## config.mk

```make
export PLATFORM = sky130hd
export DESIGN_NAME = seq_recall_game
export DESIGN_NICKNAME = d
export VERILOG_FILES = /design/src/rtl/seq_recall_game.sv
export SDC_FILE = /design/constraint.sdc
export NUM_CORES = 1
export LEC_CHECK = 0
export ABC_AREA = 1
export BUFFER_PORTS_ARGS = -buffer_cell sky130_fd_sc_hd__buf_2
export CORE_MARGIN = 2
export CORE_UTILIZATION = 62
export CTS_BUF_LIST = sky130_fd_sc_hd__clkbuf_2
export DETAILED_ROUTE_END_ITERATION = 8
export GPL_ROUTABILITY_DRIVEN = 0
export HOLD_SLACK_MARGIN = 0.1
export PLACE_DENSITY = 0.92
export SYNTH_ARGS = -nofsm -noshare
export SYNTH_HDL_FRONTEND = slang
export SYNTH_SLANG_ARGS = --single-unit
```

## constraint.sdc

```tcl
create_clock -name clk -period 2.2 [get_ports clk]
set_clock_uncertainty 0.2 [all_clocks]
set_input_delay 0.11 -clock clk [delete_from_list [all_inputs] [get_ports clk]]
set_output_delay 0.11 -clock clk [all_outputs]
set_load 0.01 [all_outputs]
```

## src/rtl/seq_recall_game.sv

```systemverilog
module seq_recall_game #(
  parameter int SEQ_LEN  = 10,
  parameter int TICK_DIV = 50_000_000
) (
  input  logic                           clk,
  input  logic                           rst,
  input  logic [3:0]                     sw_in,
  output logic [1:0]                     game_state,
  output logic [$clog2(SEQ_LEN+1)-1:0]   round_no,
  output logic [$clog2(SEQ_LEN+1)-1:0]   step_idx,
  output logic                           round_ok,
  output logic                           fail_flag,
  output logic                           win
);
  localparam int RW = $clog2(SEQ_LEN + 1);
  localparam int CW = $clog2(TICK_DIV);

  typedef enum logic [1:0] {ST_PLAY = 2'd0, ST_FAIL = 2'd1, ST_WIN = 2'd2} st_t;

  function automatic logic [3:0] pattern_at(input int i);
    if (i < 8) return 4'(4'b0001 << (i % 4));
    return 4'b1000;
  endfunction

  logic [3:0]    sync1, sync2, prev;
  logic [CW-1:0] div_cnt;
  logic [RW-1:0] ptr, round;
  logic          ok_q;
  st_t           st;

  logic       press, tick, last_step, final_round;
  logic [3:0] expected;

  assign press       = (sync2 != 4'd0) && (prev == 4'd0);
  assign tick        = (div_cnt == CW'(TICK_DIV - 1));
  assign expected    = pattern_at(int'(ptr));
  assign last_step   = (ptr == round - 1'b1);
  assign final_round = (round == RW'(SEQ_LEN));

  always_ff @(posedge clk) begin
    if (rst) begin
      sync1   <= '0;
      sync2   <= '0;
      prev    <= '0;
      div_cnt <= '0;
      ptr     <= '0;
      round   <= RW'(1);
      ok_q    <= 1'b0;
      st      <= ST_PLAY;
    end else begin
      sync1   <= sw_in;
      sync2   <= sync1;
      prev    <= sync2;
      div_cnt <= tick ? '0 : div_cnt + 1'b1;
      ok_q    <= 1'b0;
      case (st)
        ST_PLAY: if (press) begin
          if (sync2 == expected) begin
            if (last_step) begin
              ok_q <= 1'b1;
              ptr  <= '0;
              if (final_round) st <= ST_WIN;
              else             round <= round + 1'b1;
            end else begin
              ptr <= ptr + 1'b1;
            end
          end else begin
            st <= ST_FAIL;
          end
        end
        ST_FAIL: if (tick) begin
          st    <= ST_PLAY;
          round <= RW'(1);
          ptr   <= '0;
        end
        default: ;
      endcase
    end
  end

  assign game_state = st;
  assign round_no   = round;
  assign step_idx   = ptr;
  assign round_ok   = ok_q;
  assign fail_flag  = (st == ST_FAIL);
  assign win        = (st == ST_WIN);

  assert_win_hold_R8: assert property (@(posedge clk) disable iff (rst)
    st == ST_WIN |=> st == ST_WIN);

  assert_fail_wait_R6: assert property (@(posedge clk) disable iff (rst)
    (st == ST_FAIL && !tick) |=> st == ST_FAIL);

  assert_fail_restart_R6: assert property (@(posedge clk) disable iff (rst)
    (st == ST_FAIL && tick) |=> (st == ST_PLAY && round == RW'(1) && ptr == '0));

  assert_idle_stable_R3: assert property (@(posedge clk) disable iff (rst)
    (st == ST_PLAY && !press) |=> ($stable(ptr) && $stable(round) && st == ST_PLAY));

  assert_round_step_R5: assert property (@(posedge clk) disable iff (rst)
    (ok_q && st != ST_WIN) |-> round == $past(round) + 1'b1);

  assert_ptr_bound_R5: assert property (@(posedge clk) disable iff (rst)
    ptr < round);

  assert_tick_wrap_R7: assert property (@(posedge clk) disable iff (rst)
    tick |=> div_cnt == '0);
endmodule

```

# Word-level counts from Yosys, hierarchy flattened
# Cells that the tools add are included.
word_totals:
  input_bits: 6
  regBits: 49
  out_inout_bits: 13
  word_cells: 61
classes:
  mux: 21
  n_bitwise: 3
  reduce_logical: 10
  n_lt_le_gt_ge: 1
  n_eq_ne: 13
  shifts: 1
  add_sub_neg: 4
ops:
  columns: ["op", "n"]
  rows:
  - ["$mux 4", 11]
  - ["$add 26x1->26 const B", 1]
  - ["$eq 26x26->1 const B", 1]
  - ["$pmux 4 s2", 2]
  - ["$mux 2", 5]
  - ["$add 4x1->4 const B", 2]
  - ["$eq 4x4->1", 2]
  - ["$ne 2x2->1 const B", 4]
  - ["$ne 3x3->1 const B", 2]
  - ["$reduce_and 6->1", 1]
  - ["$reduce_and 5->1", 1]
  - ["$eq 4x4->1 const B", 1]
  - ["$logic_not 4->1", 1]
  - ["$lt 4x4->1 const B", 1]
  - ["$pmux 2 s2", 1]
  - ["$reduce_and 4->1", 1]
  - ["$reduce_bool 4->1", 1]
  - ["$reduce_or 4->1", 1]
  - ["$shl 1x2->4 const A", 1]
  - ["$sub 4x1->4 const B", 1]
  - ["$not 1->1", 3]
  - ["$eq 2x1->1 const B", 1]
  - ["$eq 2x2->1 const B", 1]
  - ["$logic_not 2->1", 1]
  - ["other kinds (5)", 6]

# Depth between registers and ports, before layout
depth:
  depth_word: 7
  depth_mapped: 13

# Worst setup path before layout
# No wires, ideal clock.
synth_timing:
  kind: "flip-flop to flip-flop"
  from: "reg round[0], in the netlist round_no[0]"
  to: "reg round[0], in the netlist round_no[0]"
  path_slack_ps: 222
  period_less_slack_ps: 1978
  arrival_time_ps: 1652
  path_stages_with_launch: 11
  required_time_ps: 1874
  setup_ps: 126
  cell_sequence: "dfxtp_1 -> inv_1 -> ha_1 -> xor2_1 -> nand2_1 -> nor2_2 -> nand3_1 -> nand2_1 -> nand3_1 -> nand2_1 -> nand3_1"
synth_via:
  elab_chain_cells: 6
  word_cells_on_any_way: 12
  classes_between: "add/sub (2); eq/ne (4); mux (5); reduce/logical (1)"
synth_rtl:
  columns: ["element", "line_no", "text"]
  rows:
  - ["start, declared", "27", "logic [RW-1:0] ptr, round;"]
  - ["start signal, assigned", "63", "else round <= round + 1'b1;"]
  - ["$add 4x1->4", "63", null]
  - ["$mux 4", "62", "if (final_round) st <= ST_WIN;"]
  - ["$mux 4", "59", "if (last_step) begin"]
  - ["$mux 4", "58", "if (sync2 == expected) begin"]
  - ["$mux 4", "57", "ST_PLAY: if (press) begin"]
  - ["$pmux 4 s2", "56", "case (st)"]
# Several ways; a longest one is shown, not always the timed one. The select of a mux whose other input is x is not followed.
# A chain may end at the register's enable or synchronous reset.

# Worst setup path in the final report
layout_timing:
  from: "reg ptr[1], in the netlist step_idx[1]"
  to: "reg ptr[2], in the netlist step_idx[2]"
layout_via:
  elab_chain_cells: 6
  word_cells_on_any_way: 14
  classes_between: "add/sub (1); order compare (1); eq/ne (3); shift (1); mux (7); reduce/logical (1)"
layout_rtl:
  columns: ["element", "line_no", "text"]
  rows:
  - ["start, declared", "27", null]
  - ["start signal, assigned", "65", "ptr <= ptr + 1'b1;"]
  - ["$lt 4x4->1 / $shl 1x2->4 (equally long branches)", "21", "if (i < 8) return 4'(4'b0001 << (i % 4));"]
  - ["$mux 1 / $mux 4 (equally long branches)", "21", null]
  - ["$mux 4", "22", "return 4'b1000;"]
  - ["$eq 4x4->1", "58", null]
  - ["$ne 2x2->1 (no line)", null, null]
  - ["$reduce_and 4->1 (no line)", null, null]
# Several ways; a longest one is shown, not always the timed one. The select of a mux whose other input is x is not followed.

==> results.py <==
metrics = {
    "pwr": {
        "power_uw": 2490,
        "ir_worst_vdd_mv": 0.449,
        "p_per_area_nw_per_um2": 833,
        "p_leak_uw": 0.00125,
    },
    "drt": {
        "routedWlPerCell_um": 12.7,
        "routed_wl_mm": 6.00,
        "drt-initial-drc-count": 279,
        "avgViaCountPerCell": 5.45,
        "postRouteAntennaNets": 0,
        "route.detailed.drc": 0,
        "dr.pass1.iters": 6,
        "dr_total_vias": 2567,
    },
    "logic_synthesis": {
        "yosysMostFrequentCell": "nand2_1",
        "yosysTopAreaCell": "dfxtp_1",
        "syn-instance-count": 387,
        "syn_area_per_cell_um2": 6.95,
        "synth_top_area_frac": 0.365,
        "ys_seq_elements": 49,
        "synth-async-reset-ratio": 0,
        "yosysWarnings": 0,
        "synth_edf_count": 0,
        "synth.yosys.seq_area_share": 0.365,
        "synth_commonest_cells": "nand2_1, nor2_1, inv_1",
        "yosys-top-cells-area": "dfxtp_1, nand2_1, nor2_1",
        "syn_nets": 401,
        "synthFlopType": "dfxtp_1",
        "synth_cell_type_count": 36,
        "post_synth_instance_area_um2": 2690,
    },
    "hold_path": {
        "hold_depth": 2,
        "hold_start": "sync1[3]",
        "min_to": "sync2[3]",
        "hold_class": "flip-flop to flip-flop",
    },
    "placement": {
        "dp_hpwl_mm": 4.49,
        "port-buffer-count": 18,
        "preCtsSetupSlack_ns": 0.169,
        "dp_cells": 454,
    },
    "final_layout": {
        "final_cells": 471,
        "drive_above_1_share": 0.169,
        "layout.nets": 434,
        "syn_to_final_growth_pct": 11.2,
        "fin_util": 0.732,
        "diodes": 0,
    },
    "worst_setup_path": {
        "worstReg2RegStart": "step_idx[1]",
        "r2r_cells": 10,
        "worstPathRequired_ns": 2.39,
        "crit_fanout": 6,
        "start_kind": "flip-flop",
        "rrSetupSlack_ns": 0.15,
        "endpoint_kind": "flip-flop",
        "crit_arrival_ns": 2.23,
        "r2r-end": "step_idx[2]",
        "crit_type": "flip-flop to flip-flop",
    },
    "grt": {
        "grt_max_degree": 20,
        "grt_pass1_vias": 2354,
        "track_usage": 0.252,
        "gr-total-overflow": 0,
        "antenna_found_initial": 0,
        "grt_pass1_wl_mm": 10.3,
    },
    "timing": {
        "relSlewSlack": 0.776,
        "max_freq_mhz": 489,
        "rsz0062_at_grt": "false",
        "worstMarginPinSlew_ns": 0.334,
        "worst_slack_ns": 0.153,
        "timing_hold_violations_final": 0,
        "setup_viol": 0,
        "fin_crit_sh": 0.930,
        "setup_tns_ns": 0,
        "finalCriticalPeriod_ns": 2.05,
        "slew_viol_final": 0,
    },
    "die": {
        "die_h_um": 69.9,
        "die_w_um": 69.9,
        "core_region_area_um2": 4090,
        "fp-row-count": 23,
        "die-area_um2": 4880,
        "start_util": 0.658,
        "num_io_pins": 19,
    },
    "clocking": {
        "cts_tree": "built",
        "cts_sinks": 49,
        "numCtsBuffers": 5,
        "insertion_delay_ns": 0.45,
        "path_clk_slew_ns": 0.24,
        "cts-root-buf": "clkbuf_2",
        "cts_htree_levels": 2,
        "clock_path_buffers": 2,
    },
    "outcome": {
        "status": "completed",
    },
    "flow_run": {
        "drv_cap": 0,
    },
}
[state kept, by name, summed over array words and instances (netlist names)]
name,flops
prev,4
game_state,2
round_no,4
step_idx,4
sync2,4
round_ok,1
sync1,4
div_cnt,26
[worst max path at each step]
stage / endpoint / cells past startpoint / slack, ns / from
2_1_floorplan: round_no[0] / 10 / 0.22 / round_no[0]
3_3_place_gp: step_idx[1] / 12 / 0.26 / step_idx[0]
3_5_place_dp: round_no[0] / 10 / 0.17 / round_no[1]
4_1_cts: round_no[0] / 10 / 0.13 / round_no[1]
5_1_grt: div_cnt[14] / 9 / 0.01 / div_cnt[0]
6_report: step_idx[2] / 10 / 0.15 / step_idx[1]
[layout by cell type, fill, tap and decap left out, types with 2 or more instances in the layout]
cell type	count
ha_1	8
nor2_1	57
nor2_4	3
o21ai_0	7
dfxtp_2	2
nand2_1	78
buf_2	18
xnor2_1	3
nand3_2	2
buf_4	4
xor2_1	9
inv_2	4
dlygate4sd3_1	9
nand3_1	25
a21oi_1	21
nor3b_1	3
or2_2	3
nand2_4	2
nand4_1	13
a31oi_1	2
nor3_1	9
clkbuf_2	5
nand2_2	9
inv_1	51
or2_0	2
dfxtp_1	47
nor2_2	11
[per-stage QoR]
| stage | instance area (um2) | hold WS [ns] |
|---|---|---|
| after global placement | 2850 | 0.108 |
| after global routing | 2990 | 0.257 |
| final | 2990 | 0.221 |
| after floorplan | 2690 | 0.0170 |
| after detailed placement | 2850 | 0.125 |
| after CTS | 2980 | 0.224 |
[cell type report]
class	count	area (um2)
multi-input cells	278	1480
well taps	50	62.6
clock inverters	3	21.3
fillers	326	1100
repair buffers	31	210
flip-flops and latches	49	983
inverters	55	206
clock buffers	5	25.0
[where the power goes]
part           internal, uW  total (uW)  switching, uW
clock network          80.5         388            308
logic                   380        1080            702
registers               953        1020           68.8
total                  1410        2490           1080
[cell families after synthesis]
family | after synthesis | synth area share
and+or+nand+nor | 224 | 0.402
buffers and inverters | 60 | 0.0861
DFF | 49 | 0.365
AOI/OAI and AO/OA | 34 | 0.0712
xor gates and xnor gates | 12 | 0.0391
adders and majority gates | 8 | 0.0372
[routing by layer]
metal	wire length (um)	track usage	vias to the layer above
li1	-	-	1294
met1	2750	0.329	1167
met2	2870	0.426	92
met3	311	0.0447	14
met4	72	0.0705	0
met5	0	0	-
[critical path: stages (launching register included)]
cell	delay, ns
dfxtp_1	0.51
inv_1	0.12
ha_1	0.23
nand3_1	0.09
nand2_1	0.06
nor2_2	0.12
nand2_2	0.09
o21bai_4	0.21
nand2_4	0.08
o21a_1	0.20
nor2_1	0.10
[what timing repair did]
| action | 4_1_cts | 5_1_grt |
|---|---|---|
| buffers inserted | 0 | 0 |
| endpoints found under the setup margin | 0 | 8 |
| gates resized for setup | 0 | 4 |
| endpoints found under the hold margin | 28 | 0 |
| hold buffers | 9 | 0 |
No activity file was read; power rests on OpenSTA's default activity.
